File: src/rtl/i2c_reg16_pkg.sv
package i2c_reg16_pkg;
   localparam int REG_AW = 16;
   localparam int REG_DW = 16;

   typedef enum logic [2:0] {
      ST_IDLE,
      ST_RX,
      ST_RXACK,
      ST_TX,
      ST_TXACK
   } bus_state_e;

   typedef enum logic [2:0] {
      RL_DEV,
      RL_PHI,
      RL_PLO,
      RL_DHI,
      RL_DLO
   } rx_role_e;
endpackage

File: src/rtl/i2c_line_filter.sv
module i2c_line_filter #(
   parameter int SYNC_STAGES = 2,
   parameter int FILT_LEN    = 3
) (
   input  logic clk,
   input  logic rst_n,
   input  logic din,
   output logic dout
);
   localparam int CW = (FILT_LEN < 2) ? 1 : $clog2(FILT_LEN + 1);

   if (SYNC_STAGES < 2) begin : g_bad_sync
      $error("SYNC_STAGES must be at least 2");
   end
   if (FILT_LEN < 0) begin : g_bad_filt
      $error("FILT_LEN must not be negative");
   end

   logic [SYNC_STAGES-1:0] sync_q;
   logic                   synced;

   always_ff @(posedge clk or negedge rst_n) begin
      if (!rst_n) sync_q <= '1;
      else        sync_q <= {sync_q[SYNC_STAGES-2:0], din};
   end
   assign synced = sync_q[SYNC_STAGES-1];

   if (FILT_LEN == 0) begin : g_bypass
      assign dout = synced;
   end else begin : g_filter
      logic [CW-1:0] run_q;
      logic          out_q;

      always_ff @(posedge clk or negedge rst_n) begin
         if (!rst_n) begin
            run_q <= '0;
            out_q <= 1'b1;
         end else if (synced == out_q) begin
            run_q <= '0;
         end else if (run_q == CW'(FILT_LEN - 1)) begin
            run_q <= '0;
            out_q <= synced;
         end else begin
            run_q <= run_q + 1'b1;
         end
      end
      assign dout = out_q;

      // the output only ever moves to a level the synchronizer held
      a_r12_filter_follow: assert property (@(posedge clk) disable iff (!rst_n)
         !$stable(out_q) |-> (out_q == $past(synced)));
   end
endmodule

File: src/rtl/i2c_reg_ptr.sv
module i2c_reg_ptr
   import i2c_reg16_pkg::*;
(
   input  logic              clk,
   input  logic              rst_n,
   input  logic              ld_hi,
   input  logic              ld_lo,
   input  logic [7:0]        byte_in,
   input  logic              step,
   output logic [REG_AW-1:0] ptr
);
   always_ff @(posedge clk or negedge rst_n) begin
      if (!rst_n)     ptr <= '0;
      else if (ld_hi) ptr[REG_AW-1:REG_AW-8] <= byte_in;
      else if (ld_lo) ptr[7:0] <= byte_in;
      else if (step)  ptr <= ptr + 1'b1;
   end

   // each step moves the pointer by exactly one register
   a_r6_ptr_step: assert property (@(posedge clk) disable iff (!rst_n)
      (step && !ld_hi && !ld_lo) |=> (ptr == $past(ptr) + 1'b1));
endmodule

File: src/rtl/i2c_reg16_target.sv
module i2c_reg16_target
   import i2c_reg16_pkg::*;
#(
   parameter logic [6:0] DEV_ADDR    = 7'h2A,
   parameter int         SYNC_STAGES = 2,
   parameter int         FILT_LEN    = 3
) (
   input  logic              clk,
   input  logic              rst_n,
   input  logic              scl_i,
   input  logic              sda_i,
   output logic              sda_oe,
   output logic              reg_wr_en,
   output logic              reg_rd_en,
   output logic [REG_AW-1:0] reg_addr,
   output logic [REG_DW-1:0] reg_wdata,
   input  logic [REG_DW-1:0] reg_rdata
);
   if (REG_DW != 16) begin : g_bad_dw
      $error("data words are sent as two bytes");
   end

   logic scl_f, sda_f, scl_p, sda_p;
   logic scl_rise, scl_fall, start_c, stop_c;

   i2c_line_filter #(.SYNC_STAGES(SYNC_STAGES), .FILT_LEN(FILT_LEN)) u_scl_flt (
      .clk(clk), .rst_n(rst_n), .din(scl_i), .dout(scl_f));
   i2c_line_filter #(.SYNC_STAGES(SYNC_STAGES), .FILT_LEN(FILT_LEN)) u_sda_flt (
      .clk(clk), .rst_n(rst_n), .din(sda_i), .dout(sda_f));

   always_ff @(posedge clk or negedge rst_n) begin
      if (!rst_n) begin
         scl_p <= 1'b1;
         sda_p <= 1'b1;
      end else begin
         scl_p <= scl_f;
         sda_p <= sda_f;
      end
   end

   assign scl_rise = scl_f & ~scl_p;
   assign scl_fall = ~scl_f & scl_p;
   assign start_c  = scl_f & scl_p & sda_p & ~sda_f;
   assign stop_c   = scl_f & scl_p & ~sda_p & sda_f;

   bus_state_e        state;
   rx_role_e          role;
   logic [3:0]        cnt;
   logic [7:0]        shreg, hi_byte, tx_byte;
   logic [REG_DW-1:0] txword, wdata_q;
   logic              rw_read, tx_lo, mack, wr_pend, oe_q, wr_q, rd_q;
   logic              rx_done, ld_hi, ld_lo;

   assign rx_done = (state == ST_RX) && scl_fall && (cnt == 4'd8) && !start_c && !stop_c;
   assign ld_hi   = rx_done && (role == RL_PHI);
   assign ld_lo   = rx_done && (role == RL_PLO);
   assign tx_byte = tx_lo ? txword[7:0] : txword[15:8];

   i2c_reg_ptr u_ptr (
      .clk(clk), .rst_n(rst_n), .ld_hi(ld_hi), .ld_lo(ld_lo),
      .byte_in(shreg), .step(wr_q | rd_q), .ptr(reg_addr));

   always_ff @(posedge clk or negedge rst_n) begin
      if (!rst_n) begin
         state   <= ST_IDLE;
         role    <= RL_DEV;
         cnt     <= '0;
         shreg   <= '0;
         hi_byte <= '0;
         txword  <= '0;
         wdata_q <= '0;
         rw_read <= 1'b0;
         tx_lo   <= 1'b0;
         mack    <= 1'b0;
         wr_pend <= 1'b0;
         oe_q    <= 1'b0;
         wr_q    <= 1'b0;
         rd_q    <= 1'b0;
      end else begin
         wr_q <= 1'b0;
         rd_q <= 1'b0;
         if (rd_q) txword <= reg_rdata;
         if (start_c) begin
            state   <= ST_RX;
            role    <= RL_DEV;
            cnt     <= '0;
            oe_q    <= 1'b0;
            wr_pend <= 1'b0;
         end else if (stop_c) begin
            state   <= ST_IDLE;
            oe_q    <= 1'b0;
            wr_pend <= 1'b0;
         end else begin
            unique case (state)
               ST_IDLE: ;
               ST_RX: begin
                  if (scl_rise && cnt != 4'd8) begin
                     shreg <= {shreg[6:0], sda_f};
                     cnt   <= cnt + 4'd1;
                  end else if (rx_done) begin
                     cnt   <= '0;
                     oe_q  <= 1'b1;
                     state <= ST_RXACK;
                     unique case (role)
                        RL_DEV: begin
                           if (shreg[7:1] == DEV_ADDR) begin
                              rw_read <= shreg[0];
                              if (shreg[0]) begin
                                 rd_q  <= 1'b1;
                                 tx_lo <= 1'b0;
                              end else begin
                                 role <= RL_PHI;
                              end
                           end else begin
                              oe_q  <= 1'b0;
                              state <= ST_IDLE;
                           end
                        end
                        RL_PHI: role <= RL_PLO;
                        RL_PLO: role <= RL_DHI;
                        RL_DHI: begin
                           hi_byte <= shreg;
                           role    <= RL_DLO;
                        end
                        RL_DLO: begin
                           wdata_q <= {hi_byte, shreg};
                           wr_pend <= 1'b1;
                           role    <= RL_DHI;
                        end
                        default: role <= RL_DEV;
                     endcase
                  end
               end
               ST_RXACK: begin
                  if (scl_fall) begin
                     if (wr_pend) begin
                        wr_q    <= 1'b1;
                        wr_pend <= 1'b0;
                     end
                     if (rw_read) begin
                        state <= ST_TX;
                        oe_q  <= ~txword[15];
                        cnt   <= 4'd1;
                     end else begin
                        state <= ST_RX;
                        oe_q  <= 1'b0;
                     end
                  end
               end
               ST_TX: begin
                  if (scl_fall) begin
                     if (cnt == 4'd8) begin
                        oe_q  <= 1'b0;
                        state <= ST_TXACK;
                     end else begin
                        oe_q <= ~tx_byte[3'd7 - cnt[2:0]];
                        cnt  <= cnt + 4'd1;
                     end
                  end
               end
               ST_TXACK: begin
                  if (scl_rise) begin
                     mack <= ~sda_f;
                     if (!sda_f && tx_lo) rd_q <= 1'b1;
                  end else if (scl_fall) begin
                     if (mack) begin
                        tx_lo <= ~tx_lo;
                        state <= ST_TX;
                        cnt   <= 4'd1;
                        oe_q  <= tx_lo ? ~txword[15] : ~txword[7];
                     end else begin
                        state <= ST_IDLE;
                     end
                  end
               end
               default: state <= ST_IDLE;
            endcase
         end
      end
   end

   assign sda_oe    = oe_q;
   assign reg_wr_en = wr_q;
   assign reg_rd_en = rd_q;
   assign reg_wdata = wdata_q;

   // the line is only pulled low while the filtered clock is low
   a_r10_pull_scl_low: assert property (@(posedge clk) disable iff (!rst_n)
      $rose(oe_q) |-> !scl_f);
   // a write strobe lasts a single cycle
   a_r5_wr_single: assert property (@(posedge clk) disable iff (!rst_n)
      wr_q |=> !wr_q);
   // fetch and commit never share a cycle on the address bus
   a_r7_rd_wr_excl: assert property (@(posedge clk) disable iff (!rst_n)
      !(wr_q && rd_q));
   // an idle target holds SDA released
   a_r11_idle_release: assert property (@(posedge clk) disable iff (!rst_n)
      (state == ST_IDLE) |-> !oe_q);
endmodule

File: config.mk
export PLATFORM = sky130hd
export DESIGN_NAME = i2c_reg16_target
export DESIGN_NICKNAME = d
export VERILOG_FILES = /design/src/rtl/i2c_reg16_pkg.sv /design/src/rtl/i2c_line_filter.sv /design/src/rtl/i2c_reg_ptr.sv /design/src/rtl/i2c_reg16_target.sv
export SDC_FILE = /design/constraint.sdc
export NUM_CORES = 1
export LEC_CHECK = 0
export ABC_AREA = 0
export BUFFER_PORTS_ARGS = -buffer_cell sky130_fd_sc_hd__buf_2
export CORE_UTILIZATION = 43
export DETAILED_ROUTE_END_ITERATION = 7
export SLEW_MARGIN = 20
export SYNTH_ARGS = -nofsm -noshare
export SYNTH_HDL_FRONTEND = slang
export SYNTH_SLANG_ARGS = --single-unit
File: constraint.sdc
create_clock -name clk -period 2.7 [get_ports clk]
set_input_delay 0.135 -clock clk [delete_from_list [all_inputs] [get_ports clk]]
set_output_delay 0.135 -clock clk [all_outputs]
set_load 0.005 [all_outputs]
**After elaboration in Yosys (flattened, before gate mapping)**

Index checks and enable logic that the tools add are counted.

- Flip-flop bits (word level): 93
- Output and inout bits: 35
- Logic and storage cells: 226

- Add/subtract/negate cells: 5
- Order comparisons: 1
- Equality and inequality tests: 46
- Mux-type cells: 91
- Bitwise logic cells: 22
- Reductions and logical operators: 37

Operator list:

| operator | count |
|---|---|
| $mux 3 | 16 |
| $mux 4 | 11 |
| $mux 1 | 43 |
| $ne 4x4->1 const B | 9 |
| $mux 8 | 4 |
| $ne 3x3->1 const B | 10 |
| $ne 2x2->1 const B | 9 |
| $reduce_and 6->1 | 3 |
| $add 16x1->16 const B | 1 |
| $mux 16 | 1 |
| $mux 2 | 8 |
| $pmux 4 s4 | 1 |
| $reduce_and 8->1 | 2 |
| $pmux 3 s5 | 1 |
| $not 1->1 | 14 |
| $eq 3x2->1 const B | 4 |
| $pmux 3 s4 | 1 |
| $reduce_and 11->1 | 1 |
| $reduce_and 10->1 | 1 |
| $reduce_bool 2->1 | 5 |
| $logic_and 1x1->1 | 8 |
| $ne 4x3->1 const B | 2 |
| $reduce_and 2->1 | 4 |
| $reduce_and 4->1 | 2 |
| 24 further kinds | 41 |

**Logic depth before layout (Yosys ltp)**

- Depth after elaboration: 11
- Depth in mapped cells: 10
- Depth with buffers taken out: 7

**By module**

From an unflattened synthesis, not the netlist that was laid out.

- Cells, all modules: 406
- Area, all modules: 4668.2 µm²

By module, submodules not included:

| module | times used | cells an instance | area an instance (µm²) |
|---|---|---|---|
| i2c_reg16_target | 1 | 275 | 3342.0 |
| i2c_reg_ptr | 1 | 111 | 968.4 |
| i2c_line_filter | 2 | 10 | 178.9 |

**Worst setup path after synthesis**

No wires, ideal clock.

- Path type: flip-flop to flip-flop
- Start: register cnt[0]
- End: register wdata_q[10], in the netlist reg_wdata[10]
- Setup time: 0.125 ns
- Arrival: 2.179 ns
- Slack: 0.396 ns
- Stages on the path, launching flop included: 10
- Path buffers: 3
- Clock period less this slack: 2.304 ns
- Path through: dfrtp_1 -> clkbuf_1 -> inv_1 -> ha_1 -> and4b_1 -> nand2_1 -> or4_1 -> buf_4 -> buf_6 -> mux2_4

- Word-level cells in the longest chain between the ends: 5
- Elaborated cells on any way between the ends: 8
- Those cells by class: eq/ne: 2; bitwise: 1; reduce/logical: 5

RTL lines:

| element | line | text |
|---|---|---|
| start: declaration | i2c_reg16_target.sv:48 | `logic [3:0] cnt;` |
| start signal: assignment | i2c_reg16_target.sv:99 | `cnt <= cnt + 4'd1;` |
| start signal: assignment | i2c_reg16_target.sv:157 | `cnt <= cnt + 4'd1;` |
| $eq 4x4->1 | i2c_reg16_target.sv:54 | `assign rx_done = (state == ST_RX) && scl_fall && (cnt == 4'd8) && !start_c && !stop_c;` |
| $logic_and 1x1->1 (3 in a row) | i2c_reg16_target.sv:54 |  |
| $reduce_and 6->1 (no source line) * | n/a |  |
| end signal: assignment | i2c_reg16_target.sv:126 | `wdata_q <= {hi_byte, shreg};` |
| end: declaration | i2c_reg16_target.sv:50 | `logic [REG_DW-1:0] txword, wdata_q;` |

Mark *: on every way between the ends. The rest lies on a longest branch, timed or not.
A chain may end at the register's enable or synchronous reset.

**Worst setup path in the final report**

- Start: register cnt[1]
- End: register u_ptr.ptr[7]

- Word-level cells in the longest chain between the ends: 7
- Elaborated cells on any way between the ends: 10
- Those cells by class: eq/ne: 1; mux: 1; bitwise: 1; reduce/logical: 7

RTL lines:

| element | line | text |
|---|---|---|
| $eq 4x4->1 * | i2c_reg16_target.sv:54 |  |
| $logic_and 1x1->1 * (3 in a row) | i2c_reg16_target.sv:54 |  |
| $logic_and 1x1->1 (on tied branches) | i2c_reg16_target.sv:56, i2c_reg16_target.sv:55 |  |
| $reduce_bool 2->1 (no source line) or $not 1->1 (tied branches) | n/a |  |
| $reduce_and 2->1 (no source line) | n/a |  |
| end signal: indexed assignment | i2c_reg_ptr.sv:14 | `else if (ld_hi) ptr[REG_AW-1:REG_AW-8] <= byte_in;` |
| end signal: assignment | i2c_reg_ptr.sv:15 | `else if (ld_lo) ptr[7:0] <= byte_in;` |
| end signal: assignment | i2c_reg_ptr.sv:16 | `else if (step) ptr <= ptr + 1'b1;` |
| end: declaration | i2c_reg_ptr.sv:10 | `output logic [REG_AW-1:0] ptr` |

Marks and branches as above.

==> impl_metrics.toml <==
[clocking]
clock-root-buffer = "clkbuf_8"
max-clock-path-buffers = 2
cts_tree = "done"
clock_sinks = 93
cts.clk_slew.worst_paths_ns = 0.10
clk_latency_ns = 0.37
htreeDepth = 3
cts_inserted_buffers = 9

[placed_design]
dp_slack_ns = 0.3890
dp_hpwl_mm = 7.077
place_congestion = 0.8875
port_buffers = 54

[global_route]
antenna_found_initial = 0
grt_max_degree = 49
grt.total_usage_pct = 19.22
grt_overflow_total = 0
grt_pass1_wl_mm = 16.93
first_global_vias = 3429

[critical_path]
critPathMaxFanout = 7
cp.required_ns = 2.96
path_cells = "inv_1, ha_1, and3b_1, nand3_1, or4_1, o211a_1, a211o_1"
crit_path_top_delay_cell = "or4_1"
end_kind = "flip-flop"
worst_path_largest_cell_delay_ns = 0.55
worstSetupStartpointType = "flip-flop"
cp.arrival_ns = 2.58
crit_type = "flip-flop to flip-flop"

[synth]
synth_most_common_cell = "dfrtp_1"
yosys-top-cells-count = "dfrtp_1 (85), mux2_2 (43), nand2_1 (30)"
netlist.area_leader.share_pct = 45.77
netlist_area_um2 = 4647
netlist_instances = 411
async_flop_share_pct = 100.0
ys_seq_elements = 93
syn_nets = 434
synth_edf_count = 0
synth_ff_type = "dfrtp_1"
synth.area.top_cells = "dfrtp_1 (46%), mux2_2 (10%), dfstp_2 (4.5%)"
ys_seq_area_share_pct = 50.30
ys_warn_count = 0
synth_top_area_cell = "dfrtp_1"
synth_cell_types = 68
syn_avg_cell_area_um2 = 11.31

[power]
powerDensity_nw_per_um2 = 628.9
p_leak_nw = 2.595
peakVddDrop_uv = 524.0

[route]
wl_per_cell_um = 16.22
drt_wl_total_mm = 10.17
vias = 3612
post-route-drc-count = 0
ant_nets = 0
viasPerCell = 5.761
drt-pass1-iter-count = 5
drt_iter0_drc = 247

[timing]
fin_crit_sh_pct = 85.74
period_needed_ns = 2.315
worst_slack_ns = 0.3849
rsz0062_at_grt = "false"
maxSlewViolCount = 0
fmax_mhz = 431.9
tightest_slew_ns = 0.5748
tns_ns = 0
relSlewSlack_pct = 61.42
hold_viol = 0
setup_viol = 0
fin_skew_ns = 0.01104

[run]
max-cap-violations = 0

[cells_and_area]
multi_input_area_um2 = 2177
drive_gt1_share_pct = 31.77
num_antenna_cells = 0
layout.area.seq_um2 = 2337
nets = 509
fillers = 944
syn2layout_area_growth_pct = 17.91

[floorplanning]
start_util_pct = 44.61
io_pins = 55
die_h_um = 106.0
rows = 37
die_x_um = 106.0
die_area_um2 = 11230
core_region_area_um2 = 10420

[run_status]
status = "completed"

[worst_hold_path]
hp-class = "primary input to asynchronous set/reset pin"
## where the power goes
| part | leakage, nW | switching, mW | internal (mW) |
|---|---|---|---|
| Clock | 0.0954 | 0.548 | 0.359 |
| Sequential | 1.26 | 0.254 | 1.55 |
| Combinational | 1.24 | 0.380 | 0.354 |
## routing by layer
layer / up-vias / wire length, µm / track usage [%]
li1: 1701 / - / -
met1: 1781 / 4537 / 25.51
met2: 116 / 5009 / 31.33
met3: 14 / 487 / 3.801
met4: 0 / 133 / 6.944
met5: - / 0 / 0
## sequential cells by signal (all words and copies together), names as in the netlist, 2 cells and up
| register | flops |
|---|---|
| u_sda_flt.g_filter.run_q | 2 |
| txword | 16 |
| reg_wdata | 16 |
| role | 3 |
| u_scl_flt.sync_q | 2 |
| cnt | 4 |
| u_ptr.ptr | 16 |
| shreg | 8 |
| state | 3 |
| u_sda_flt.sync_q | 2 |
| hi_byte | 8 |
| u_scl_flt.g_filter.run_q | 2 |
## through the flow
step                      total power, mW  hold WS (ns)  utilization (%)  instances  cell area, µm²
after floorplan                     2.280       -0.1606                -        411            4647
after global placement              2.542        0.1678            48.94        592            5097
after detailed placement            2.545        0.1705            48.94        592            5097
after CTS                           3.484        0.2916            52.60        627            5479
after global routing                3.641        0.3360            52.60        627            5479
final                               3.446        0.2835            52.60        627            5479
## worst max-delay path, delay by kind of cell, from the launching register on
family                   cells  cell delay [ns]
adder cells (fa/ha/maj)      1             0.20
AO/OA/AOI/OAI                2             0.43
AND/OR/NAND/NOR              3             0.98
buffers and inverters        1             0.12
flip-flops                   1             0.48
## layout make-up
type	count	share of cell area, %
Clock inverter	7	1.233
Tap cell	136	3.106
Multi-Input combinational cell	288	39.74
Timing Repair Buffer	86	10.46
Clock buffer	9	2.261
Sequential cell	93	42.66
Inverter	8	0.5481
## cells by family after synthesis
logic type / share of synthesized area (%)
buffers and inverters: 2.854
XOR/XNOR: 0.5655
AND/OR/NAND/NOR: 15.40
AO/OA/AOI/OAI: 14.59
flip-flops: 50.30
multiplexers: 15.48
adder cells (fa/ha/maj): 0.8078
## path summary, 6_finish.rpt
kind / start / to / slack [ns] / cells after the start
setup / recovery: cnt[1] / u_ptr.ptr[7] / 0.38 / 7
hold / removal: rst_n / hi_byte[3] / 0.28 / 2
setup reg to reg: cnt[1] / u_ptr.ptr[7] / 0.38 / 7
hold reg to reg: u_sda_flt.sync_q[0] / u_sda_flt.sync_q[1] / 0.37 / 0
max in group asynchronous: rst_n / role[1] / 1.77 / 3
min in group clk: u_sda_flt.sync_q[0] / u_sda_flt.sync_q[1] / 0.37 / 0
## cells in the final DEF, fill, tap and decap left out, types with 4 or more instances in the layout
| master | Yosys | layout |
|---|---|---|
| dfrtp_1 | 85 | 85 |
| buf_2 | 7 | 53 |
| mux2_2 | 43 | 43 |
| nand2_1 | 30 | 30 |
| nor2_1 | 20 | 20 |
| dlygate4sd3_1 | 0 | 19 |
| o21ai_0 | 17 | 17 |
| nand3_1 | 17 | 17 |
| a21oi_1 | 14 | 14 |
| buf_4 | 1 | 13 |
| nor3_1 | 11 | 11 |
| a31oi_1 | 9 | 9 |
| clkbuf_8 | 0 | 9 |
| inv_1 | 8 | 8 |
| nor2b_1 | 8 | 8 |
| dfstp_2 | 8 | 8 |
| mux2_4 | 7 | 7 |
| nor3b_1 | 6 | 6 |
| nand4_1 | 6 | 6 |
| o31ai_1 | 5 | 5 |
| and3_1 | 5 | 5 |
| o211ai_1 | 5 | 5 |
| mux2i_1 | 4 | 4 |
| mux4_2 | 4 | 4 |
| o22ai_1 | 4 | 4 |
| o21a_1 | 4 | 4 |
| o22a_1 | 4 | 4 |
## what timing repair did
| item | CTS | global route |
|---|---|---|
| setup buffers | 0 | 0 |
| gates resized for setup | 0 | 0 |
| hold endpoints to repair | 55 | 0 |
| hold buffers | 19 | 0 |
| setup endpoints to repair | 0 | 0 |
Note: power is estimated with default switching activity, not from simulation.
